`config.mk`:
```
export PLATFORM = sky130hd
export DESIGN_NAME = pcm_port
export DESIGN_NICKNAME = d
export VERILOG_FILES = /design/src/rtl/pcm_port_pkg.sv /design/src/rtl/pcm_pin_sync.sv /design/src/rtl/pcm_slot_ctrl.sv /design/src/rtl/pcm_tx_path.sv /design/src/rtl/pcm_rx_path.sv /design/src/rtl/pcm_port.sv
export SDC_FILE = /design/constraint.sdc
export NUM_CORES = 1
export LEC_CHECK = 0
export BUFFER_PORTS_ARGS = -buffer_cell sky130_fd_sc_hd__buf_2
export CAP_MARGIN = 20
export CORE_UTILIZATION = 58
export DETAILED_ROUTE_END_ITERATION = 12
export PLACE_DENSITY = 0.79
export SLEW_MARGIN = 20
export SYNTH_ARGS = -nofsm -noshare
export SYNTH_HDL_FRONTEND = slang
export SYNTH_SLANG_ARGS = --single-unit
```
`constraint.sdc`:
```
create_clock -name clk -period 5.7 [get_ports clk]
set_input_delay 1.14 -clock clk [delete_from_list [all_inputs] [get_ports clk]]
set_output_delay 1.14 -clock clk [all_outputs]
set_load 0.005 [all_outputs]
```
`src/rtl/pcm_port_pkg.sv`:
```
package pcm_port_pkg;

  typedef struct packed {
    logic hi_rate;   // 64 slots per frame
    logic narrow;    // 8-bit companded words
    logic cap_fall;  // capture on falling bit-clock edge
  } pcm_cfg_t;

  localparam int unsigned PCM_WORD_W   = 16;
  localparam int unsigned PCM_CODE_W   = 8;
  localparam int unsigned PCM_LO_SLOTS = 16;
  localparam int unsigned PCM_HI_SLOTS = 64;

endpackage

```
`src/rtl/pcm_pin_sync.sv`:
```
module pcm_pin_sync #(
  parameter int unsigned STAGES = 2
) (
  input  logic clk,
  input  logic rst_n,
  input  logic cap_fall,
  input  logic bclk_i,
  input  logic fsync_i,
  input  logic sdin_i,
  output logic cap_stb,
  output logic lau_stb,
  output logic sync_s,
  output logic sdin_s
);

  logic [2:0] pipe_q [STAGES];
  logic       bclk_prev_q;
  logic       bclk_s;
  logic       rise;
  logic       fall;

  always_ff @(posedge clk or negedge rst_n) begin
    if (!rst_n) begin
      for (int i = 0; i < STAGES; i++) pipe_q[i] <= 3'b000;
      bclk_prev_q <= 1'b0;
    end else begin
      pipe_q[0] <= {bclk_i, fsync_i, sdin_i};
      for (int i = 1; i < STAGES; i++) pipe_q[i] <= pipe_q[i-1];
      bclk_prev_q <= bclk_s;
    end
  end

  always_comb begin
    bclk_s  = pipe_q[STAGES-1][2];
    sync_s  = pipe_q[STAGES-1][1];
    sdin_s  = pipe_q[STAGES-1][0];
    rise    = bclk_s & ~bclk_prev_q;
    fall    = ~bclk_s & bclk_prev_q;
    cap_stb = cap_fall ? fall : rise;
    lau_stb = cap_fall ? rise : fall;
  end

  a_r10_edges_exclusive: assert property (@(posedge clk) disable iff (!rst_n)
    !(cap_stb && lau_stb));

endmodule

```
`src/rtl/pcm_slot_ctrl.sv`:
```
module pcm_slot_ctrl #(
  parameter int unsigned WORD_W   = 16,
  parameter int unsigned CODE_W   = 8,
  parameter int unsigned LO_SLOTS = 16,
  parameter int unsigned HI_SLOTS = 64
) (
  input  logic                        clk,
  input  logic                        rst_n,
  input  logic                        cap_stb,
  input  logic                        sync_s,
  input  logic                        hi_rate,
  input  logic                        narrow,
  output logic                        frame_start,
  output logic                        slot_left,
  output logic                        slot_right,
  output logic                        slot_last,
  output logic [$clog2(WORD_W)-1:0]   slot_idx
);

  localparam int unsigned SLOT_W = $clog2(HI_SLOTS);
  localparam int unsigned IDX_W  = $clog2(WORD_W);
  localparam logic [SLOT_W-1:0] WIDE_LEN = SLOT_W'(WORD_W);
  localparam logic [SLOT_W-1:0] CODE_LEN = SLOT_W'(CODE_W);
  localparam logic [SLOT_W-1:0] HI_HALF  = SLOT_W'(HI_SLOTS / 2);
  localparam logic [SLOT_W-1:0] LO_END   = SLOT_W'(LO_SLOTS - 1);
  localparam logic [SLOT_W-1:0] HI_END   = SLOT_W'(HI_SLOTS - 1);

  logic              active_q, active_d;
  logic [SLOT_W-1:0] pos_q, pos_d;
  logic [SLOT_W-1:0] wlen, rstart, rel, idx_full, last_pos, wrap_pos;
  logic              in_left, in_right;

  always_comb begin
    wlen     = narrow ? CODE_LEN : WIDE_LEN;
    rstart   = hi_rate ? HI_HALF : wlen;
    rel      = pos_q - rstart;
    in_left  = pos_q < wlen;
    in_right = (hi_rate | narrow) && (pos_q >= rstart) && (rel < wlen);
    idx_full = wlen - 1'b1 - (in_left ? pos_q : rel);
    last_pos = hi_rate ? (rstart + wlen - 1'b1) : LO_END;
    wrap_pos = hi_rate ? HI_END : LO_END;

    slot_left   = active_q & in_left;
    slot_right  = active_q & in_right;
    slot_last   = active_q & (pos_q == last_pos);
    slot_idx    = idx_full[IDX_W-1:0];
    frame_start = cap_stb & sync_s;
  end

  always_comb begin
    active_d = active_q;
    pos_d    = pos_q;
    if (cap_stb) begin
      if (sync_s) begin
        active_d = 1'b1;
        pos_d    = '0;
      end else if (active_q) begin
        if (pos_q == wrap_pos) active_d = 1'b0;
        else                   pos_d    = pos_q + 1'b1;
      end
    end
  end

  always_ff @(posedge clk or negedge rst_n) begin
    if (!rst_n) begin
      active_q <= 1'b0;
      pos_q    <= '0;
    end else begin
      active_q <= active_d;
      pos_q    <= pos_d;
    end
  end

  a_r8_sync_restarts: assert property (@(posedge clk) disable iff (!rst_n)
    (cap_stb && sync_s) |=> (active_q && pos_q == '0));

  a_r2_lo_frame_bound: assert property (@(posedge clk) disable iff (!rst_n)
    (active_q && !hi_rate) |-> (pos_q <= LO_END));

  a_r2_count_steps: assert property (@(posedge clk) disable iff (!rst_n)
    (!cap_stb) |=> $stable(pos_q));

endmodule

```
`src/rtl/pcm_tx_path.sv`:
```
module pcm_tx_path #(
  parameter int unsigned WORD_W = 16
) (
  input  logic                      clk,
  input  logic                      rst_n,
  input  logic                      tx_valid,
  input  logic [WORD_W-1:0]         tx_left,
  input  logic [WORD_W-1:0]         tx_right,
  output logic                      tx_ready,
  input  logic                      frame_start,
  input  logic                      lau_stb,
  input  logic                      slot_left,
  input  logic                      slot_right,
  input  logic [$clog2(WORD_W)-1:0] slot_idx,
  output logic                      sdout
);

  logic              full_q, full_d;
  logic [WORD_W-1:0] buf_l_q, buf_r_q, cur_l_q, cur_r_q;
  logic              accept, bit_d;

  always_comb begin
    accept   = tx_valid & ~full_q;
    tx_ready = ~full_q;
    full_d   = full_q;
    if (frame_start) full_d = 1'b0;
    if (accept)      full_d = 1'b1;
    bit_d = 1'b0;
    if (slot_left)       bit_d = cur_l_q[slot_idx];
    else if (slot_right) bit_d = cur_r_q[slot_idx];
  end

  always_ff @(posedge clk or negedge rst_n) begin
    if (!rst_n) begin
      full_q  <= 1'b0;
      buf_l_q <= '0;
      buf_r_q <= '0;
      cur_l_q <= '0;
      cur_r_q <= '0;
      sdout   <= 1'b0;
    end else begin
      full_q <= full_d;
      if (accept) begin
        buf_l_q <= tx_left;
        buf_r_q <= tx_right;
      end
      if (frame_start) begin
        cur_l_q <= full_q ? buf_l_q : '0;
        cur_r_q <= full_q ? buf_r_q : '0;
      end
      if (lau_stb) sdout <= bit_d;
    end
  end

  a_r9_accept_fills: assert property (@(posedge clk) disable iff (!rst_n)
    (tx_valid && tx_ready) |=> !tx_ready);

  a_r7_unused_slot_low: assert property (@(posedge clk) disable iff (!rst_n)
    (lau_stb && !slot_left && !slot_right) |=> !sdout);

endmodule

```
`src/rtl/pcm_rx_path.sv`:
```
module pcm_rx_path #(
  parameter int unsigned WORD_W = 16,
  parameter int unsigned CODE_W = 8
) (
  input  logic              clk,
  input  logic              rst_n,
  input  logic              cap_stb,
  input  logic              sdin_s,
  input  logic              narrow,
  input  logic              has_right,
  input  logic              slot_left,
  input  logic              slot_right,
  input  logic              slot_last,
  output logic              rx_valid,
  output logic [WORD_W-1:0] rx_left,
  output logic [WORD_W-1:0] rx_right
);

  logic [WORD_W-1:0] sh_l_q, sh_r_q, sh_l_d, sh_r_d, out_l, out_r;

  always_comb begin
    sh_l_d = slot_left  ? {sh_l_q[WORD_W-2:0], sdin_s} : sh_l_q;
    sh_r_d = slot_right ? {sh_r_q[WORD_W-2:0], sdin_s} : sh_r_q;
    out_l  = narrow ? {{(WORD_W-CODE_W){1'b0}}, sh_l_d[CODE_W-1:0]} : sh_l_d;
    out_r  = narrow ? {{(WORD_W-CODE_W){1'b0}}, sh_r_d[CODE_W-1:0]} : sh_r_d;
    if (!has_right) out_r = '0;
  end

  always_ff @(posedge clk or negedge rst_n) begin
    if (!rst_n) begin
      sh_l_q   <= '0;
      sh_r_q   <= '0;
      rx_valid <= 1'b0;
      rx_left  <= '0;
      rx_right <= '0;
    end else begin
      rx_valid <= 1'b0;
      if (cap_stb) begin
        sh_l_q <= sh_l_d;
        sh_r_q <= sh_r_d;
        if (slot_last) begin
          rx_valid <= 1'b1;
          rx_left  <= out_l;
          rx_right <= out_r;
        end
      end
    end
  end

  a_r6_valid_single: assert property (@(posedge clk) disable iff (!rst_n)
    rx_valid |=> !rx_valid);

  a_r6_valid_from_capture: assert property (@(posedge clk) disable iff (!rst_n)
    $rose(rx_valid) |-> $past(cap_stb));

endmodule

```
`src/rtl/pcm_port.sv`:
```
module pcm_port
  import pcm_port_pkg::*;
#(
  parameter int unsigned WORD_W      = PCM_WORD_W,
  parameter int unsigned CODE_W      = PCM_CODE_W,
  parameter int unsigned LO_SLOTS    = PCM_LO_SLOTS,
  parameter int unsigned HI_SLOTS    = PCM_HI_SLOTS,
  parameter int unsigned SYNC_STAGES = 2
) (
  input  logic              clk,
  input  logic              rst_n,
  input  logic              cfg_hi_rate,
  input  logic              cfg_narrow,
  input  logic              cfg_cap_fall,
  input  logic              bclk_i,
  input  logic              fsync_i,
  input  logic              sdin_i,
  output logic              sdout_o,
  input  logic              tx_valid,
  output logic              tx_ready,
  input  logic [WORD_W-1:0] tx_left,
  input  logic [WORD_W-1:0] tx_right,
  output logic              rx_valid,
  output logic [WORD_W-1:0] rx_left,
  output logic [WORD_W-1:0] rx_right
);

  localparam int unsigned IDX_W = $clog2(WORD_W);

  pcm_cfg_t   cfg;
  logic [1:0] rst_pipe_q;
  logic       rst_int_n;
  logic       cap_stb, lau_stb, sync_s, sdin_s;
  logic       frame_start, slot_left, slot_right, slot_last;
  logic [IDX_W-1:0] slot_idx;

  always_comb cfg = '{hi_rate: cfg_hi_rate, narrow: cfg_narrow, cap_fall: cfg_cap_fall};

  always_ff @(posedge clk or negedge rst_n) begin
    if (!rst_n) rst_pipe_q <= 2'b00;
    else        rst_pipe_q <= {rst_pipe_q[0], 1'b1};
  end
  assign rst_int_n = rst_pipe_q[1];

  pcm_pin_sync #(.STAGES(SYNC_STAGES)) u_pins (
    .clk(clk), .rst_n(rst_int_n), .cap_fall(cfg.cap_fall),
    .bclk_i(bclk_i), .fsync_i(fsync_i), .sdin_i(sdin_i),
    .cap_stb(cap_stb), .lau_stb(lau_stb), .sync_s(sync_s), .sdin_s(sdin_s)
  );

  pcm_slot_ctrl #(.WORD_W(WORD_W), .CODE_W(CODE_W),
                  .LO_SLOTS(LO_SLOTS), .HI_SLOTS(HI_SLOTS)) u_slots (
    .clk(clk), .rst_n(rst_int_n), .cap_stb(cap_stb), .sync_s(sync_s),
    .hi_rate(cfg.hi_rate), .narrow(cfg.narrow), .frame_start(frame_start),
    .slot_left(slot_left), .slot_right(slot_right), .slot_last(slot_last),
    .slot_idx(slot_idx)
  );

  pcm_tx_path #(.WORD_W(WORD_W)) u_tx (
    .clk(clk), .rst_n(rst_int_n), .tx_valid(tx_valid), .tx_left(tx_left),
    .tx_right(tx_right), .tx_ready(tx_ready), .frame_start(frame_start),
    .lau_stb(lau_stb), .slot_left(slot_left), .slot_right(slot_right),
    .slot_idx(slot_idx), .sdout(sdout_o)
  );

  pcm_rx_path #(.WORD_W(WORD_W), .CODE_W(CODE_W)) u_rx (
    .clk(clk), .rst_n(rst_int_n), .cap_stb(cap_stb), .sdin_s(sdin_s),
    .narrow(cfg.narrow), .has_right(cfg.hi_rate | cfg.narrow),
    .slot_left(slot_left), .slot_right(slot_right), .slot_last(slot_last),
    .rx_valid(rx_valid), .rx_left(rx_left), .rx_right(rx_right)
  );

  a_r4_no_right_in_lo_wide: assert property (@(posedge clk) disable iff (!rst_int_n)
    (rx_valid && !cfg_hi_rate && !cfg_narrow) |-> (rx_right == '0));

  a_r3_code_upper_zero: assert property (@(posedge clk) disable iff (!rst_int_n)
    (rx_valid && cfg_narrow) |-> (rx_left[WORD_W-1:CODE_W] == '0 && rx_right[WORD_W-1:CODE_W] == '0));

endmodule

```
==> impl_metrics.toml <==
[cts]
tritoncts = "done"
cts_buffer_depth = 2
cts_resized = 0
ctsHoldBuffers = 0
cts.sinks = 147
cts_root_buffer = "clkbuf_8"
clk_pin_slew_worst_paths_ns = 0.06
postCtsSetupBuffers = 0
cts_made_buffers = 17
worstSkewPairLatency_ns = 0.53
cts.htree.levels = 4

[hold_path]
min_path_type = "reg2async"

[grt]
grt_pass1_wl_um = 21100
antenna_found_initial = 0
grt_pass1_vias = 4408
grt_use_total = 0.239
grt_remaining_overflow = 0
grt_max_degree = 86

[sta]
finalSetupTns_ns = 0
rsz0062_at_grt = "no"
whs_ns = 0.251
period_needed_ns = 3.93
finalSetupViolations = 0
setup_slack_ns = 1.77
fin_skew_ns = 0.0101
tightest_slew_ns = 0.914
period_share = 0.690
max_freq_mhz = 254
slew_headroom = 0.391
finalHoldViolations = 0
drv_slew = 0

[routing]
drc = 0
routedWlPerCell_um = 16.1
drt_iter0_drc = 212
final_antenna_net_count = 0
vias = 4306
drt_wl_total_um = 12200
dr.pass1.iters = 6
vias_per_cell = 5.69

[synth]
ys_types = 49
synth_area_leaders = "dfrtp_1 (57%), mux2_2 (9.7%), nand2_1 (5.9%), mux2i_1 (5.3%), mux4_2 (2.8%)"
yosysTopAreaCell = "dfrtp_1"
seq_area_frac_synth = 0.568
yosys_warnings = 0
synth_edf_count = 0
syn-cell-area_um2 = 6480
async_flop_share = 1.00
synth_fp_nets = 587
avgSynthCellArea_um2 = 12.0
ys.flop_type = "dfrtp_1"
ys_ff_latch = 147
synth_top_area_frac = 0.568
syn_inst = 539

[cells_and_area]
mostFrequentLayoutCells = "dfrtp_1 (146), nand2_1 (100), buf_2 (75), mux2_2 (56), mux2i_1 (34)"
num_antenna_cells = 0
final_nets = 652
drive_gt1_frac = 0.311
utilization = 0.694
final_common_cell = "dfrtp_1"
syn2layout_area_growth_pct = 16.1

[worst_setup_path]
critPathLaunchType = "primary input"
critical_path_peak_fanout = 18
required_ns = 6.11
endpoint_kind = "flop"
worstSetupPathType = "in2reg"
ff2ff_setup_slack_ns = 2.20
cp_data_arrival_time_ns = 4.34

[place]
gp_congestion = 0.835
dpl.hpwl_um = 7760
preCtsSetupSlack_ns = 1.23
port_buffers = 75

[status]
outcome = "complete, no violations"

[floorplan]
die_h_um = 108
rows = 38
io_pins = 76
die_w_um = 108
core_area_um2 = 10800
start_util = 0.598
die-area_um2 = 11600

[job]
maxCapViolations = 0

[power]
worst_ir_drop_vdd_mv = 0.266
power.density_nw_per_um2 = 427
leakage_nw = 3.80
## area by class of cell
type	instances	area, um2
clock buffers	22	463
clock inverters	10	121
fillers	786	3320
inverters	7	26.3
multi-input cells	349	2610
flip-flops and latches	147	3680
well taps	140	175
repair buffers	82	448
## synth_stat cells, types with 2 or more instances
| cell | n |
|---|---|
| a21oi_1 | 2 |
| dfrtp_1 | 147 |
| mux2_2 | 56 |
| nand2_1 | 101 |
| mux2_4 | 10 |
| ha_1 | 6 |
| buf_6 | 3 |
| mux4_2 | 8 |
| o2111ai_1 | 2 |
| a31oi_1 | 2 |
| o211a_1 | 2 |
| nand2b_1 | 5 |
| inv_1 | 7 |
| and2_1 | 3 |
| o21ai_0 | 29 |
| buf_1 | 3 |
| o211ai_1 | 4 |
| nand4b_1 | 2 |
| o31ai_1 | 8 |
| and3_1 | 3 |
| nor2b_1 | 5 |
| xor2_1 | 3 |
| nor2_1 | 8 |
| xnor2_1 | 2 |
| buf_2 | 9 |
| mux2i_1 | 34 |
| a211o_1 | 2 |
| clkbuf_1 | 20 |
| nand3_1 | 33 |
## cell families after synthesis
kind of cell | after synthesis | share of synthesized area
and+or+nand+nor | 167 | 0.117
DFF | 147 | 0.568
muxes | 108 | 0.201
AOI/OAI and AO/OA | 61 | 0.0618
buffers and inverters | 43 | 0.0307
adders and majority gates | 7 | 0.0147
xor gates and xnor gates | 5 | 0.00676
other | 1 | 0.000579
## layer usage
layer | up-vias | track usage | part of all wire
li1 | 2021 | - | -
met1 | 2165 | 0.303 | 0.43
met2 | 98 | 0.402 | 0.51
met3 | 22 | 0.0557 | 0.039
met4 | 0 | 0.0851 | 0.015
met5 | - | 0 | 0
## path summary, 6_finish.rpt
check                                             start                           end  cells past startpoint
max                                          cfg_narrow    u_rx.sh_r_q[2]$_DFFE_PN0P_                     11
min                             rst_pipe_q[1]$_DFF_PN0_  u_rx.rx_left[10]$_DFFE_PN0P_                      0
max reg2reg                u_slots.pos_q[3]$_DFFE_PN0P_    u_rx.sh_r_q[2]$_DFFE_PN0P_                     10
min reg2reg                     rst_pipe_q[1]$_DFF_PN0_  u_rx.rx_left[10]$_DFFE_PN0P_                      0
max in group asynchronous       rst_pipe_q[1]$_DFF_PN0_  u_slots.pos_q[0]$_DFFE_PN0P_                      1
min in group clk             u_pins.pipe_q[5]$_DFF_PN0_       u_pins.bclk_s$_DFF_PN0_                      0
## report_power, final
part           internal (W)  total [W]  leakage [nW]  switching, W
Combinational      0.000342   0.000611          1.61      0.000268
Sequential          0.00131    0.00151          1.91      0.000201
Clock              0.000661    0.00109         0.275      0.000433
Total               0.00231    0.00321          3.80      0.000902
## critical path, cell delays in order
cell	delay [ns]
buf_2	0.26
nor2b_1	0.18
ha_1	0.15
inv_1	0.06
fa_1	0.44
ha_1	0.32
nand2b_1	0.06
a2bb2oi_1	0.16
a2111o_1	0.72
nand2b_4	0.47
mux2_2	0.38
## registers in the layout, indices dropped and copies added, names as in the netlist, 2 cells and up
signal,count
u_rx.rx_right,16
u_rx.rx_left,16
u_slots.pos_q,6
u_tx.buf_l_q,16
u_tx.cur_l_q,16
u_rx.sh_l_q,16
u_tx.buf_r_q,16
u_tx.cur_r_q,16
u_rx.sh_r_q,16
u_pins.pipe_q,3
rst_pipe_q,2
## through the flow
step / instances / power (W) / cell area (um2)
2_1_floorplan: 539 / 0.00197 / 6480
3_3_place_gp: 724 / 0.00209 / 6910
3_5_place_dp: 724 / 0.00213 / 6910
4_1_cts: 756 / 0.00323 / 7490
5_1_grt: 757 / 0.00338 / 7520
6_report: 757 / 0.00321 / 7520
Note: power is estimated with default switching activity, not from simulation.
